--- src/rtl/mw_pkg.sv ---
package mw_pkg;
  localparam int DW  = 16;        // register width
  localparam int AW  = 3;         // register index width
  localparam int CW  = 5;         // bit count field width
  localparam int NCS = 4;         // chip selects
  localparam int CSW = $clog2(NCS);
  localparam int FW  = 6;         // per-select setup field width
  localparam int DVW = 3;         // divider exponent width
  localparam int HW  = 1 << DVW;  // half-period counter width
  localparam int BW  = CW + 1;    // bit index width (tx + rx)
  localparam int NSET = 5;        // setup registers

  // setup field layout
  localparam int F_LAUNCH = 0;
  localparam int F_SAMPLE = 1;
  localparam int F_DIV_LO = 2;
  localparam int F_POL    = 5;

  // command/status bit positions
  localparam int C_ASSERT = 12;
  localparam int C_START  = 13;

  function automatic logic [HW-1:0] half_len(input logic [DVW-1:0] d);
    return HW'(1) << d;
  endfunction

  function automatic logic tx_bit(input logic [DW-1:0] w, input logic [BW-1:0] k,
                                  input logic [CW-1:0] n);
    if (k < BW'(n) && int'(k) < DW) return w[DW-1-int'(k)];
    return 1'b0;
  endfunction

  function automatic logic [FW-1:0] field_of(input logic [DW-1:0] s1, input logic [DW-1:0] s2,
                                             input logic [CSW-1:0] cs);
    logic [DW-1:0] src;
    src = cs[1] ? s2 : s1;
    return cs[0] ? src[2*FW-1:FW] : src[FW-1:0];
  endfunction
endpackage

--- src/rtl/mw_regs.sv ---
module mw_regs import mw_pkg::*; (
  input  logic           clk,
  input  logic           rst_n,
  input  logic           wr,
  input  logic [AW-1:0]  addr,
  input  logic [DW-1:0]  wdata,
  output logic [DW-1:0]  rdata,
  input  logic           busy,
  input  logic           rx_pend,
  input  logic [DW-1:0]  rx_word,
  output logic [DW-1:0]  tx_word,
  output logic [CW-1:0]  cmd_tx,
  output logic [CW-1:0]  cmd_rx,
  output logic           cmd_launch,
  output logic           cmd_sample,
  output logic [DVW-1:0] cmd_div,
  output logic           start,
  output logic           enable,
  output logic           cs_on,
  output logic [CSW-1:0] cs_num,
  output logic [NCS-1:0] cs_pol,
  output logic           clk_idle
);
  logic [DW-1:0]  setup_q [NSET];
  logic [CW-1:0]  txc_q, rxc_q;
  logic [FW-1:0]  fld;
  logic           wr_ctl;

  assign wr_ctl  = wr && addr == AW'(1) && !busy;
  assign enable  = setup_q[2][0];
  assign clk_idle = setup_q[3][0];
  assign fld     = field_of(setup_q[0], setup_q[1], wdata[11:10]);
  assign cmd_tx  = wdata[9:5];
  assign cmd_rx  = wdata[4:0];
  assign cmd_launch = fld[F_LAUNCH];
  assign cmd_sample = fld[F_SAMPLE];
  assign cmd_div    = fld[F_DIV_LO +: DVW];
  assign start   = wr_ctl && wdata[C_START] && enable && (cmd_tx != '0 || cmd_rx != '0);

  for (genvar g = 0; g < NCS; g++) begin : g_pol
    logic [FW-1:0] f;
    assign f = field_of(setup_q[0], setup_q[1], CSW'(g));
    assign cs_pol[g] = f[F_POL];
  end

  always_ff @(posedge clk) begin
    if (!rst_n) begin
      tx_word <= '0;
      txc_q <= '0;
      rxc_q <= '0;
      cs_on <= 1'b0;
      cs_num <= '0;
      for (int i = 0; i < NSET; i++) setup_q[i] <= '0;
    end else begin
      if (wr && addr == AW'(0)) tx_word <= wdata;
      if (wr_ctl) begin
        rxc_q  <= wdata[4:0];
        txc_q  <= wdata[9:5];
        cs_num <= wdata[11:10];
        cs_on  <= wdata[C_ASSERT];
      end
      for (int i = 0; i < NSET; i++)
        if (wr && addr == AW'(i + 2)) setup_q[i] <= wdata;
    end
  end

  always_comb begin
    case (addr)
      AW'(0): rdata = rx_word;
      AW'(1): rdata = {rx_pend, busy, 1'b0, cs_on, cs_num, txc_q, rxc_q};
      AW'(2): rdata = setup_q[0];
      AW'(3): rdata = setup_q[1];
      AW'(4): rdata = setup_q[2];
      AW'(5): rdata = setup_q[3];
      AW'(6): rdata = setup_q[4];
      default: rdata = '0;
    endcase
  end
endmodule

--- src/rtl/mw_shifter.sv ---
module mw_shifter import mw_pkg::*; (
  input  logic           clk,
  input  logic           rst_n,
  input  logic           start,
  input  logic [DW-1:0]  tx_word,
  input  logic [CW-1:0]  tx_cnt,
  input  logic [CW-1:0]  rx_cnt,
  input  logic           launch,
  input  logic           sample,
  input  logic [DVW-1:0] div,
  input  logic           clk_idle,
  input  logic           sdi,
  output logic           busy,
  output logic           rx_pend,
  output logic           sclk,
  output logic           sdo,
  output logic [DW-1:0]  rx_word,
  output logic           done_evt,
  output logic           sample_evt
);
  logic           phase_q, launch_q, samp_q, rxe_q;
  logic [DVW-1:0] div_q;
  logic [DW-1:0]  txw_q, rxs_q, rx_next;
  logic [CW-1:0]  txn_q;
  logic [BW-1:0]  tot_q, bit_q;
  logic [HW-1:0]  cnt_q;
  logic           half_end, in_rx, last_bit;

  assign half_end   = busy && cnt_q == half_len(div_q) - HW'(1);
  assign in_rx      = bit_q >= BW'(txn_q);
  assign last_bit   = bit_q == tot_q - BW'(1);
  assign sample_evt = half_end && (phase_q == samp_q) && in_rx;
  assign done_evt   = half_end && phase_q && last_bit;
  assign rx_next    = sample_evt ? {rxs_q[DW-2:0], sdi} : rxs_q;
  assign sclk       = clk_idle ^ (busy & phase_q);

  always_ff @(posedge clk) begin
    if (!rst_n) begin
      busy <= 1'b0; rx_pend <= 1'b0; sdo <= 1'b0; rx_word <= '0;
      phase_q <= 1'b0; launch_q <= 1'b0; samp_q <= 1'b0; rxe_q <= 1'b0;
      div_q <= '0; txw_q <= '0; rxs_q <= '0; txn_q <= '0;
      tot_q <= '0; bit_q <= '0; cnt_q <= '0;
    end else begin
      rxs_q <= rx_next;
      if (start && !busy) begin
        busy <= 1'b1; phase_q <= 1'b0; bit_q <= '0; cnt_q <= '0;
        launch_q <= launch; samp_q <= sample; div_q <= div;
        txw_q <= tx_word; txn_q <= tx_cnt;
        tot_q <= BW'(tx_cnt) + BW'(rx_cnt);
        rxe_q <= rx_cnt != '0; rx_pend <= rx_cnt != '0;
        rxs_q <= '0;
        if (!launch) sdo <= tx_bit(tx_word, '0, tx_cnt);
      end else if (half_end) begin
        cnt_q <= '0;
        if (!phase_q) begin
          phase_q <= 1'b1;
          if (launch_q) sdo <= tx_bit(txw_q, bit_q, txn_q);
        end else if (last_bit) begin
          busy <= 1'b0; phase_q <= 1'b0; sdo <= 1'b0; rx_pend <= 1'b0;
          if (rxe_q) rx_word <= rx_next;
        end else begin
          bit_q <= bit_q + BW'(1);
          phase_q <= 1'b0;
          if (!launch_q) sdo <= tx_bit(txw_q, bit_q + BW'(1), txn_q);
        end
      end else if (busy) begin
        cnt_q <= cnt_q + HW'(1);
      end
    end
  end
endmodule

--- src/rtl/mw_cs.sv ---
module mw_cs import mw_pkg::*; (
  input  logic           cs_on,
  input  logic [CSW-1:0] cs_num,
  input  logic [NCS-1:0] cs_pol,
  output logic [NCS-1:0] cs_n
);
  for (genvar g = 0; g < NCS; g++) begin : g_pin
    logic act;
    assign act = cs_on && cs_num == CSW'(g);
    assign cs_n[g] = act ? cs_pol[g] : ~cs_pol[g];
  end
endmodule

--- src/rtl/mw_master.sv ---
module mw_master import mw_pkg::*; (
  input  logic          clk,
  input  logic          rst_n,
  input  logic          bus_wr,
  input  logic [2:0]    bus_addr,
  input  logic [15:0]   bus_wdata,
  output logic [15:0]   bus_rdata,
  output logic          sclk,
  output logic          sdo,
  input  logic          sdi,
  output logic [3:0]    cs_n
);
  logic           busy, rx_pend, start_evt, enable, cs_on, clk_idle;
  logic           done_evt, sample_evt, cmd_launch, cmd_sample;
  logic [DW-1:0]  tx_word, rx_word;
  logic [CW-1:0]  cmd_tx, cmd_rx;
  logic [DVW-1:0] cmd_div;
  logic [CSW-1:0] cs_num;
  logic [NCS-1:0] cs_pol;

  mw_regs u_regs (
    .clk(clk), .rst_n(rst_n), .wr(bus_wr), .addr(bus_addr), .wdata(bus_wdata),
    .rdata(bus_rdata), .busy(busy), .rx_pend(rx_pend), .rx_word(rx_word),
    .tx_word(tx_word), .cmd_tx(cmd_tx), .cmd_rx(cmd_rx), .cmd_launch(cmd_launch),
    .cmd_sample(cmd_sample), .cmd_div(cmd_div), .start(start_evt), .enable(enable),
    .cs_on(cs_on), .cs_num(cs_num), .cs_pol(cs_pol), .clk_idle(clk_idle)
  );

  mw_shifter u_shift (
    .clk(clk), .rst_n(rst_n), .start(start_evt), .tx_word(tx_word),
    .tx_cnt(cmd_tx), .rx_cnt(cmd_rx), .launch(cmd_launch), .sample(cmd_sample),
    .div(cmd_div), .clk_idle(clk_idle), .sdi(sdi), .busy(busy), .rx_pend(rx_pend),
    .sclk(sclk), .sdo(sdo), .rx_word(rx_word), .done_evt(done_evt),
    .sample_evt(sample_evt)
  );

  mw_cs u_cs (.cs_on(cs_on), .cs_num(cs_num), .cs_pol(cs_pol), .cs_n(cs_n));
endmodule

--- config.mk ---
export PLATFORM = sky130hd
export DESIGN_NAME = mw_master
export DESIGN_NICKNAME = d
export VERILOG_FILES = /design/src/rtl/mw_pkg.sv /design/src/rtl/mw_regs.sv /design/src/rtl/mw_shifter.sv /design/src/rtl/mw_cs.sv /design/src/rtl/mw_master.sv
export SDC_FILE = /design/constraint.sdc
export NUM_CORES = 1
export LEC_CHECK = 0
export CORE_UTILIZATION = 34
export DETAILED_ROUTE_END_ITERATION = 6
export PLACE_DENSITY = 0.61
export SLEW_MARGIN = 10
export SYNTH_ARGS = -nofsm -noshare
export SYNTH_HDL_FRONTEND = slang
export SYNTH_SLANG_ARGS = --single-unit
--- constraint.sdc ---
create_clock -name clk -period 3.29 [get_ports clk]
set_input_delay 0.658 -clock clk [delete_from_list [all_inputs] [get_ports clk]]
set_output_delay 0.658 -clock clk [all_outputs]
set_load 0.05 [all_outputs]
==> Word-level counts from Yosys, hierarchy flattened <==
Memory sizes are Yosys's and may differ from the RTL's.
Cells that the tools add are included.
{ "op_classes": {"n_eq_ne": 14, "n_mux": 71, "n_bitwise": 14, "n_shift": 1, "reduce_logical": 37, "add_sub_neg": 7, "order_cmp": 8} }
{ "op_table": {"columns": ["cell", "n"], "rows": [
  ["case mux 16 bit (7 select lines)", 1],
  ["two-way mux 16 bit", 6],
  ["less-than comparator 32 x 6 -> 1 bit, second input constant", 2],
  ["two-way mux 1 bit", 60],
  ["logical AND 1 bit", 21],
  ["subtractor 4 x 6 -> 7 bit, first input constant", 2],
  ["less-than comparator 6 x 5 -> 1 bit", 2],
  ["less-than comparator 6 x 5 -> 1 bit, second input constant", 2],
  ["two-way mux 11 bit", 1],
  ["nonzero test 5 bit", 2],
  ["== test 3 bit, second input constant", 3],
  ["adder 8 x 1 -> 8 bit, second input constant", 1],
  ["binary-select mux 1 bit (select 4 bit)", 2],
  ["== test 8 bit", 1],
  ["left shift 1 x 3 -> 8 bit, first input constant", 1],
  ["subtractor 8 x 1 -> 8 bit, second input constant", 1],
  ["inverter 1 bit", 7],
  ["adder 5 x 5 -> 6 bit", 1],
  ["adder 6 x 1 -> 6 bit, second input constant", 1],
  ["== test 3 x 2 -> 1 bit, second input constant", 2],
  ["== test 6 bit", 1],
  ["greater-or-equal comparator 6 x 5 -> 1 bit", 1],
  ["AND reduction 3 bit", 2],
  ["nonzero test 2 bit", 3],
  ["other kinds (21)", 26]
]} }
{ "totals": {"reg_bits": 112, "ram_bits": 80, "output_inout_bits": 22, "memories": 1, "in_bits": 23, "word_cells": 173} }
{ "mem_list": {"columns": ["name", "words", "word_bits", "read_ports", "rd_clocked_by_memory_dff", "write_ports", "line", "text"], "rows": [
  ["u_regs.setup_q", 5, 16, 5, 0, 5, "mw_regs.sv:24", "logic [DW-1:0] setup_q [NSET];"]
]} }

==> Depth between registers and ports, before layout <==
{ "logic_depth": {"ltp_word": 16, "ltp_mapped": 13, "ltp_nobuf": 10} }

==> By module <==
A second synthesis with hierarchy kept.
{ "unflattened": {"cells_unflattened": 874, "hier_area_um2": 9226.3} }
{ "by_module_without_submodules": {"columns": ["mod", "n_inst", "cells_per_inst", "area_each_um2", "seq_area_each_um2"], "rows": [
  ["mw_regs", 1, 384, 4873.4, 2982.9],
  ["mw_shifter", 1, 482, 4285.4, 1661.6],
  ["mw_cs", 1, 8, 67.6, 0.0]
]} }

==> Least setup slack after synthesis <==
Ideal clock, no wire load.
{ "synth_timing": {"kind": "input to output", "start": "input bus_addr[1]", "end": "output bus_rdata[7]", "n_path_buf": 3, "arrival_time_ns": 3.055, "required_time_ns": 2.632, "path_stages": 6, "slack_ns": -0.423, "path_cell_list": "buf_2 -> buf_1 -> buf_1 -> nor2b_1 -> a22oi_1 -> o21ai_0"} }
{ "synth_via": {"elab_chain_len": 2, "elab_cells_between_ends": 8, "cone_classes": "eq/ne: 6; mux: 1; reduce/logical: 1"} }
{ "synth_rtl": {"columns": ["element", "line", "text"], "rows": [
  ["start, declared", "mw_master.sv:5", "input logic [2:0] bus_addr,"],
  ["== test 3 bit, or another cell as far along", "mw_regs.sv:68", "case (addr)"],
  ["case mux 16 bit (7 select lines) *", "mw_regs.sv:68", null],
  ["end, declared", "mw_master.sv:7", "output logic [15:0] bus_rdata,"]
]} }
Mark *: on every way between the ends. The rest lies on a longest branch, timed or not.

==> Final worst setup path <==
{ "layout_timing": {"start": "input bus_addr[2]", "end": "output bus_rdata[3]"} }
The elaborated chain is that of the path after synthesis.

==> results.tsv <==
stage	metric	value	unit
critical_path	start_kind	primary input	
route	routedWlPerCell	18.10	um
floorplanning	die_w	163.7	um
global_route	met1_usage	0.2541	
finish	n_antenna_cell	0	
logic_synthesis	seq_area_frac_synth	0.5225	
logic_synthesis	synth_edf_count	80	
critical_path	required	2.63	ns
clock_tree	cts_hold_buf	0	
logic_synthesis	synth_ff_type	dfxtp_1	
global_route	grtUsageMet3	0.03377	
clock_tree	cts.sinks	192	
sta	fin_ws	0.1557	ns
clock_tree	ctsResizeCount	0	
logic_synthesis	yosys-top-cells-area	edfxtp_1 27%, dfxtp_1 25%, a21oi_1 5.7%	
critical_path	reg2regPathDepth	9	
route	drc	0	
critical_path	end_kind	output port	
route	via_count	6530	
floorplanning	dieHeight	163.7	um
place	gp_congestion	0.8220	
global_route	top_usage_layer	met2	
finish	fin_util	0.4222	
logic_synthesis	synth_top_area_share	0.2703	
finish	final_common_cell	nand2_1	
floorplanning	initial_utilization	0.3500	
sta	max_freq	0.3191	GHz
pwr	total_leakage_power	0.003868	uW
sta	min_period	3.134	ns
pwr	ir_worst_vdd	303.4	uV
floorplanning	core_region_area	25400	sq um
worst_hold_path	min_path_cells	2	
finish	layout_common_cells	115 x nand2_1, 112 x dfxtp_1, 94 x a21oi_1, 85 x nor2_1, 80 x edfxtp_1	
logic_synthesis	synth.avg_cell_area	10.47	sq um
critical_path	cp.arrival	2.48	ns
global_route	antenna_found_initial	0	
floorplanning	ios	45	
logic_synthesis	yosysWarnings	0	
sta	post-route-period-util	0.9527	
critical_path	critical_path_class	in -> out	
place	place.port_buffers	44	
clock_tree	clock_path_buffers	2	
outcome	status	completed	
sta	maxSlewHeadroom	0.5531	
clock_tree	postCtsSetupBuffers	0	
route	drtPass1Iterations	5	
sta	rsz0062_at_grt	no	
critical_path	crit_fanout	25	
global_route	grt_max_degree	46	
pwr	power_density	498.4	nW/um^2
job	cap_violations	0	
floorplanning	dieArea	26790	sq um
place	preCtsSetupSlack	0.1928	ns
logic_synthesis	yosysUniqueCellTypes	60	
clock_tree	worstSkewPairLatency	0.44	ns
global_route	grt_overflow	0	
global_route	groute.usage.overall	0.1768	
route	wl	22610	um
logic_synthesis	yosys.area.top_type	edfxtp_1	
sta	hold_violations	0	
clock_tree	cts_root_buf	clkbuf_16	
finish	fin_nets	949	
logic_synthesis	syn_inst	849	
route	vias_per_cell	5.228	
sta	skew	0.01684	ns
worst_hold_path	min_path_type	reg -> reg	
finish	drive_above_1_share	0.1708	
critical_path	ff2ff_setup_slack	0.23	ns
route	final_antenna_net_count	0	
logic_synthesis	ys_ff_latch	192	
floorplanning	placementRows	58	
finish	area_delta_synth_final	20.64	%
clock_tree	cts_tree	built	
global_route	use_met2	0.2677	
route	drt_iter0_drc	496	
clock_tree	numCtsBuffers	17	
clock_tree	clk_pin_slew	0.07	ns
logic_synthesis	synthArstFlopShare	0	
finish	nFillCells	2438	
logic_synthesis	synth_area	8889	sq um
global_route	grt_pass1_wl	35440	um
place	hpwl	16210	um
sta	worst_slew_pin_slew	0.6633	ns
sta	drv_slew	0	
clock_tree	cts_htree_levels	4	
sta	setup_viol	0	
logic_synthesis	syn-num-nets	892	
global_route	grt_pass1_vias	6167	
[cell usage after synthesis, drive strengths merged (3+ instances only)]
library cell	n
nand4	4
nor3b	3
or3	4
a21o	5
edfxtp	80
nand3	9
nand2	115
a21oi	102
a211oi	5
mux2i	46
o21ai	28
buf	27
o221ai	3
mux4	22
nor3	5
inv	15
dfxtp	112
and3	4
a221oi	3
nor2	85
a22o	3
xor2	14
or4	5
and2	17
a22oi	6
xnor2	22
clkbuf	33
ha	19
nand2b	5
nor4b	4
nor2b	8
mux2	9
a221o	3
[critical path, cell delays in order]
cell             delay, ns
clkdlybuf4s50_1       0.62
buf_12                0.22
nor2b_1               0.17
buf_4                 0.13
a21oi_1               0.06
a21oi_1               0.33
buf_4                 0.27
[report_power, final]
part           internal (uW)  switching, uW  leakage (uW)
clock network           1080           1060      0.000303
registers               2570           38.3       0.00168
logic                    248            350       0.00189
[sequential cells by signal, summed over array words and instances (netlist names), 2 cells and up]
signal           cells
u_shift.rx_word     16
u_shift.bit_q        6
u_shift.cnt_q        8
u_shift.tot_q        6
u_regs.setup_q      80
u_regs.rxc_q         5
u_regs.tx_word      16
u_shift.txn_q        5
u_regs.cs_num        2
u_shift.rxs_q       16
u_shift.div_q        3
u_shift.txw_q       16
u_regs.txc_q         5
[routing by layer]
layer,vias up,share of wire
li1,3137,-
met5,-,0
met3,24,0.049
met4,0,0.017
met2,170,0.45
met1,3199,0.48
[kinds of logic (layout without fill, tap and decap cells)]
family,after synthesis,count (layout),synth area share
mux,77,77,0.1189
compound gates,174,174,0.1159
fa+ha+maj,20,20,0.02900
xor+xnor,36,36,0.03547
buf+inv,75,145,0.03561
simple gates,275,275,0.1426
flops,192,192,0.5225
[final timing paths]
kind	from	endpoint
setup / recovery	bus_addr[2]	bus_rdata[3]
hold / removal	u_regs.tx_word[9]$_SDFFE_PN0P_	u_shift.txw_q[9]$_SDFFE_PN0P_
setup reg to reg	u_shift.div_q[2]$_SDFFE_PN0P_	u_shift.bit_q[5]$_SDFFE_PP0P_
hold reg to reg	u_regs.tx_word[9]$_SDFFE_PN0P_	u_shift.txw_q[9]$_SDFFE_PN0P_
[area by class of cell]
class	instances	area, sq um	area share
clock buffer	18	450.4	0.04201
multi-input combinational	582	3983	0.3714
clock inverter	14	167.7	0.01564
inverter	15	56.30	0.005251
sequential	192	4644	0.4331
tap	330	412.9	0.03851
timing repair buffer	98	1008	0.09405
[per-stage QoR]
stage | setup TNS (ns) | std cells | power, uW | hold slack (ns) | area, sq um
6_report | 0 | 1249 | 5344 | 0.4497 | 10720
5_1_grt | 0 | 1249 | 5521 | 0.4730 | 10720
4_1_cts | 0 | 1249 | 5383 | 0.4540 | 10720
3_5_place_dp | 0 | 1217 | 3267 | 0.4420 | 10100
3_3_place_gp | 0 | 1217 | 3262 | 0.4383 | 10100
2_1_floorplan | -0.04795 | 849 | 2993 | 0.4321 | 8926
Note: power is estimated with default switching activity, not from simulation.
